[config.mk]
export PLATFORM = sky130hd
export DESIGN_NAME = dram_issue_arb
export DESIGN_NICKNAME = d
export VERILOG_FILES = /design/src/rtl/dia_pkg.sv /design/src/rtl/dia_bank_timers.sv /design/src/rtl/dia_bus_timers.sv /design/src/rtl/dia_age_tracker.sv /design/src/rtl/dram_issue_arb.sv
export SDC_FILE = /design/constraint.sdc
export NUM_CORES = 1
export LEC_CHECK = 0
export BUFFER_PORTS_ARGS = -buffer_cell sky130_fd_sc_hd__buf_2
export CAP_MARGIN = 20
export CORE_UTILIZATION = 65
export DETAILED_ROUTE_END_ITERATION = 10
export PLACE_DENSITY = 0.85
export SLEW_MARGIN = 10
export SYNTH_ARGS = -nofsm -noshare
export SYNTH_HDL_FRONTEND = slang
export SYNTH_HIERARCHICAL = 1
export SYNTH_SLANG_ARGS = --single-unit
[constraint.sdc]
create_clock -name clk -period 7.2 [get_ports clk]
set_input_delay 0.72 -clock clk [delete_from_list [all_inputs] [get_ports clk]]
set_output_delay 0.72 -clock clk [all_outputs]
set_load 0.05 [all_outputs]
[src/rtl/dia_pkg.sv]
package dia_pkg;

  typedef enum logic {
    OP_READ  = 1'b0,
    OP_WRITE = 1'b1
  } op_e;

  function automatic int idx_w(input int n);
    return (n < 2) ? 1 : $clog2(n);
  endfunction

endpackage

[src/rtl/dia_bank_timers.sv]
module dia_bank_timers
  import dia_pkg::*;
#(
  parameter int NUM_BANKS = 8,
  parameter int BANK_BUSY = 6,
  localparam int BW = idx_w(NUM_BANKS),
  localparam int CW = idx_w(BANK_BUSY + 1)
) (
  input  logic                 clk,
  input  logic                 rst_n,
  input  logic                 grant,
  input  logic [BW-1:0]        grant_bank,
  output logic [NUM_BANKS-1:0] bank_free
);

  for (genvar b = 0; b < NUM_BANKS; b++) begin : g_bank
    logic [CW-1:0] left_q;

    always_ff @(posedge clk or negedge rst_n) begin
      if (!rst_n)
        left_q <= '0;
      else if (grant && grant_bank == BW'(b))
        left_q <= CW'(BANK_BUSY - 1);
      else if (left_q != '0)
        left_q <= left_q - 1'b1;
    end

    assign bank_free[b] = (left_q == '0);
  end

endmodule

[src/rtl/dia_bus_timers.sv]
module dia_bus_timers
  import dia_pkg::*;
#(
  parameter int NUM_RANKS = 2,
  parameter int BUS_BUSY  = 2,
  parameter int RD_WR_GAP = 1,
  parameter int RANK_GAP  = 1,
  localparam int RKW = idx_w(NUM_RANKS),
  localparam int CW  = idx_w(BUS_BUSY + RD_WR_GAP + RANK_GAP + 1)
) (
  input  logic           clk,
  input  logic           rst_n,
  input  logic           grant,
  input  op_e            grant_op,
  input  logic [RKW-1:0] grant_rank,
  output logic           slot_free,
  output logic           write_free,
  output logic           rank_sw_free,
  output logic [RKW-1:0] last_rank
);

  logic [CW-1:0] slot_q, wr_q, rsw_q;
  logic [CW-1:0] wr_load, rsw_load;

  always_comb begin
    wr_load  = CW'(BUS_BUSY - 1);
    rsw_load = CW'(BUS_BUSY - 1);
    if (grant_op == OP_READ) begin
      wr_load  = CW'(BUS_BUSY - 1 + RD_WR_GAP);
      rsw_load = CW'(BUS_BUSY - 1 + RANK_GAP);
    end
  end

  always_ff @(posedge clk or negedge rst_n) begin
    if (!rst_n) begin
      slot_q    <= '0;
      wr_q      <= '0;
      rsw_q     <= '0;
      last_rank <= '0;
    end else if (grant) begin
      slot_q    <= CW'(BUS_BUSY - 1);
      wr_q      <= wr_load;
      rsw_q     <= rsw_load;
      last_rank <= grant_rank;
    end else begin
      if (slot_q != '0) slot_q <= slot_q - 1'b1;
      if (wr_q   != '0) wr_q   <= wr_q - 1'b1;
      if (rsw_q  != '0) rsw_q  <= rsw_q - 1'b1;
    end
  end

  assign slot_free    = (slot_q == '0);
  assign write_free   = (wr_q == '0);
  assign rank_sw_free = (rsw_q == '0);

endmodule

[src/rtl/dia_age_tracker.sv]
module dia_age_tracker
  import dia_pkg::*;
#(
  parameter int NUM_BANKS = 8,
  parameter int BANK_BUSY = 6,
  localparam int BW    = idx_w(NUM_BANKS),
  localparam int LIMIT = 2 * BANK_BUSY + 1,
  localparam int AW    = idx_w(LIMIT + 1)
) (
  input  logic                 clk,
  input  logic                 rst_n,
  input  logic [NUM_BANKS-1:0] req_valid,
  input  logic                 grant,
  input  logic [BW-1:0]        grant_bank,
  output logic [NUM_BANKS-1:0] in_batch,
  output logic                 hold_new
);

  logic [NUM_BANKS-1:0] mark_q, clr;
  logic [AW-1:0]        age_q, age_now;
  logic                 batch_open;

  assign batch_open = |mark_q;
  assign in_batch   = batch_open ? mark_q : req_valid;
  assign age_now    = batch_open ? age_q : '0;
  assign hold_new   = (age_now >= AW'(LIMIT));

  always_comb begin
    clr = '0;
    if (grant) clr[grant_bank] = 1'b1;
  end

  always_ff @(posedge clk or negedge rst_n) begin
    if (!rst_n) begin
      mark_q <= '0;
      age_q  <= '0;
    end else begin
      mark_q <= in_batch & ~clr;
      age_q  <= hold_new ? AW'(LIMIT) : age_now + 1'b1;
    end
  end

endmodule

[src/rtl/dram_issue_arb.sv]
module dram_issue_arb
  import dia_pkg::*;
#(
  parameter int NUM_BANKS      = 8,
  parameter int BANKS_PER_RANK = 4,
  parameter int BANK_BUSY      = 6,
  parameter int BUS_BUSY       = 2,
  parameter int RD_WR_GAP      = 1,
  parameter int RANK_GAP       = 1,
  localparam int NUM_RANKS = NUM_BANKS / BANKS_PER_RANK,
  localparam int BW        = idx_w(NUM_BANKS),
  localparam int RKW       = idx_w(NUM_RANKS)
) (
  input  logic                 clk,
  input  logic                 rst_n,
  input  logic [NUM_BANKS-1:0] req_valid,
  input  logic [NUM_BANKS-1:0] req_is_write,
  input  logic [NUM_RANKS-1:0] faw_block,
  output logic                 issue_valid,
  output logic [BW-1:0]        issue_bank,
  output logic                 issue_write
);

  logic [NUM_BANKS-1:0] bank_free, in_batch, elig;
  logic                 slot_free, write_free, rank_sw_free, hold_new;
  logic [RKW-1:0]       last_rank;
  logic [RKW-1:0]       bank_rank [NUM_BANKS];
  op_e                  grant_op;

  for (genvar b = 0; b < NUM_BANKS; b++) begin : g_elig
    localparam int RK = b / BANKS_PER_RANK;
    logic data_ok;

    assign bank_rank[b] = RKW'(RK);
    assign data_ok = req_is_write[b] ? write_free
                                     : (bank_rank[b] == last_rank || rank_sw_free);
    assign elig[b] = req_valid[b] & bank_free[b] & slot_free & ~faw_block[RK]
                   & (~hold_new | in_batch[b]) & data_ok;
  end

  // Fixed rotation: bank 1 first, bank 0 last.
  always_comb begin
    issue_valid = 1'b0;
    issue_bank  = '0;
    for (int i = 1; i <= NUM_BANKS; i++) begin
      if (!issue_valid && elig[i % NUM_BANKS]) begin
        issue_valid = 1'b1;
        issue_bank  = BW'(i % NUM_BANKS);
      end
    end
  end

  assign issue_write = req_is_write[issue_bank];
  assign grant_op    = issue_write ? OP_WRITE : OP_READ;

  dia_bank_timers #(
    .NUM_BANKS (NUM_BANKS),
    .BANK_BUSY (BANK_BUSY)
  ) u_bank_timers (
    .clk        (clk),
    .rst_n      (rst_n),
    .grant      (issue_valid),
    .grant_bank (issue_bank),
    .bank_free  (bank_free)
  );

  dia_bus_timers #(
    .NUM_RANKS (NUM_RANKS),
    .BUS_BUSY  (BUS_BUSY),
    .RD_WR_GAP (RD_WR_GAP),
    .RANK_GAP  (RANK_GAP)
  ) u_bus_timers (
    .clk          (clk),
    .rst_n        (rst_n),
    .grant        (issue_valid),
    .grant_op     (grant_op),
    .grant_rank   (bank_rank[issue_bank]),
    .slot_free    (slot_free),
    .write_free   (write_free),
    .rank_sw_free (rank_sw_free),
    .last_rank    (last_rank)
  );

  dia_age_tracker #(
    .NUM_BANKS (NUM_BANKS),
    .BANK_BUSY (BANK_BUSY)
  ) u_age (
    .clk        (clk),
    .rst_n      (rst_n),
    .req_valid  (req_valid),
    .grant      (issue_valid),
    .grant_bank (issue_bank),
    .in_batch   (in_batch),
    .hold_new   (hold_new)
  );

endmodule

==> results.ini <==
[worst_setup_path]
critPathTopFamily = simple AND/OR/NAND/NOR gates
path_class = reg -> out
critPathLaunchType = flip-flop
worstRegToRegCells = 12
cp_common_cell = nor2_1
reg2reg_to = u_bank_timers/g_bank[4].left_q[2]
cp_data_required_time_ns = 6.48
crit_chain = nor4_4 -> and2_2 -> nor3_1 -> nor2b_1 -> or4_1 -> o31a_2 -> a211oi_2 -> nor2_1 -> nor2_1 -> nand3_1 -> o211a_1 -> buf_2
critPathSlowestCell = or4_1
crit_arrival_ns = 3.61
slowest_delay_ns = 0.52
rr_startpoint = u_age/mark_q[4]
path_buf_inv = 1
cp_max_fo = 9
reg2reg_slack_ns = 3.65
endpoint_kind = output port

[yosys]
syn_inst = 326
synth_warnings = 6
avgSynthCellArea_sq_um = 9.45
synthTopCellsByArea = dfrtp_1, ha_1, inv_1, mux2i_1, nor2_1
ys_seq_area_share_pct = 37.4
synth_commonest_cells = dfrtp_1, inv_1, nor2_1, nand2_1, ha_1
synth_area_sq_mm = 0.00308
synthFlopType = dfrtp_1
synth_nets = 368
ys_ff_latch = 46
ys_types = 55
synth_edf_count = 0
synth_top_area_share_pct = 37.4
async_reset_ff_share_pct = 100
synth_top_cell_by_area = dfrtp_1

[die]
num_rows = 24
coreArea_sq_mm = 0.00444
die_h_um = 70.8
die_x_um = 70.8
dieArea_sq_mm = 0.00502
start_util_pct = 69.3
io_pins = 25

[route]
first_iter_violations = 88
via_per_inst = 5.73
wl_per_cell_um = 15.3
post-route-drc-count = 0
dr_total_vias = 2350
first_pass_iters = 6
drt.antenna.violating_nets = 0
wl_mm = 6.25

[finish]
finalNonFillerCells = 410
syn_to_final_growth_pct = 11.5
nNetsFinal = 399
final_core_util_pct = 77.3
final_area_sq_mm = 0.00343
diodes = 0
drive_above_1_share_pct = 16.5

[global_routing]
grt_pass1_wl_mm = 10.7
grt.total_usage_pct = 27.2
grt_overflow_total = 0
antenna_found_initial = 0
grt_max_degree = 47
grt_pass1_vias = 2418

[clocking]
cts_buffer_depth = 2
clock_sinks = 46
cts_tree = yes
htree_levels = 2
clk_pin_slew_ns = 0.08
hold_buffers = 0
cts_root_buf = clkbuf_8
cts_buffers = 5
cts_resized = 0
clock_latency_ns = 0.30
postCtsSetupBuffers = 0

[worst_hold_path]
min_path_type = in -> async

[placement]
placed_cell_area_sq_mm = 0.00326
place_congestion = 0.859
place_inst = 401
io_buffers = 24
place_ws_ns = 3.25
dpl.hpwl_mm = 4.68

[sta]
fmax_mhz = 231
rsz0062_at_grt = no
min_period_over_period_pct = 60.2
worst_slack_ns = 2.87
fin_skew_ns = 0.00370
timing.slew.headroom_pct = 57.3
tightestPinTransition_ns = 0.635
hold_slack_ns = 0.383
min_period_ns = 4.33
final_hold_viol_count = 0
setup_violations = 0
drv_slew = 0
fin_tns_setup_ns = 0

[run]
maxCapViolCount = 0

[run_status]
outcome = complete, no violations

[power]
p_per_area_mw_per_mm2 = 400
peakVddDrop_uv = 230
total_power_mw = 1.37
power_leakage_nw = 1.85

## cell usage in the layout (no fill, tap or decap), types with 2 or more instances in the layout
cell type,Yosys,routed
dfrtp_1,46,46
a211oi_2,2,2
o211ai_1,2,2
inv_1,46,46
nand3_1,5,5
and2b_1,2,2
nor4_4,2,2
buf_2,2,24
nor3_1,6,6
mux2i_1,14,14
clkbuf_8,0,6
nor2b_1,8,8
nand2_1,32,32
o2111ai_1,3,3
o21ai_0,4,3
and2b_2,2,2
o21ai_1,2,3
o21a_1,4,4
nand2b_1,10,10
bufinv_16,0,2
a41o_1,8,8
a21oi_1,4,4
ha_1,22,22
nor2_1,35,35
and3_1,2,2
a31oi_1,2,2
o211a_1,6,6
a211oi_1,3,3
and2_1,3,3
nand2b_4,3,3
nand3_2,2,2
xnor2_1,12,12
a221oi_2,2,2
a21boi_1,7,7
## power breakdown
group | internal [mW] | total, mW | switching (mW) | leakage (nW)
logic | 0.307 | 0.650 | 0.343 | 1.24
registers | 0.390 | 0.488 | 0.0971 | 0.535
clock network | 0.148 | 0.234 | 0.0864 | 0.0714
total | 0.846 | 1.37 | 0.526 | 1.85
## flip-flops by register name, summed over array words and instances (netlist names)
name,flops
u_age/mark_q,8
u_bus_timers/wr_q,3
u_bus_timers/slot_q,3
u_age/age_q,4
u_bus_timers/rsw_q,3
u_bank_timers/g_bank.left_q,24
u_bus_timers/last_rank,1
## how the worst max path moves through the flow
stage | startpoint | cells past startpoint | to | slack [ns]
floorplan | u_age/mark_q[4] | 11 | issue_write | 3.01
global placement | u_age/mark_q[4] | 12 | issue_write | 3.38
detailed placement | u_age/mark_q[4] | 12 | issue_write | 3.25
CTS | u_age/mark_q[4] | 12 | issue_write | 2.90
global route | u_age/mark_q[4] | 12 | issue_write | 2.65
finish | u_age/mark_q[4] | 12 | issue_write | 2.87
## cell families after synthesis
logic type | Yosys count | synth area share, %
fa+ha+maj | 22 | 8.94
mux | 15 | 4.91
simple gates | 126 | 23.4
flops | 46 | 37.4
buf+inv | 48 | 5.93
xor+xnor | 12 | 3.41
compound gates | 57 | 16.0
## per-layer routing
metal,part of all wire (%),GRT usage (%),wire (um)
met3,3.7,5.27,230
met5,0,0,0
met4,1.4,7.56,86
met2,51,49.4,3210
met1,44,32.9,2720
## final cells by class
type | count | area, sq um
clock buffers | 6 | 82.6
clock inverters | 2 | 60.1
inverters | 46 | 173
multi-input cells | 232 | 1750
well taps | 52 | 65.1
flip-flops and latches | 46 | 1150
fillers | 314 | 1010
repair buffers | 26 | 155
## worst register-to-register path, stage by stage, from the launching register on
cell and delay, ns:
dfrtp_1 0.44, nor4_4 0.40, and2_2 0.25, nor3_1 0.08
nor2b_1 0.14, or4_1 0.52, o31a_2 0.16, a211oi_2 0.25
nor2_1 0.09, nor2_1 0.46, nor2_1 0.17, and3_4 0.23
a211o_1 0.26
No activity file was read; power rests on OpenSTA's default activity.
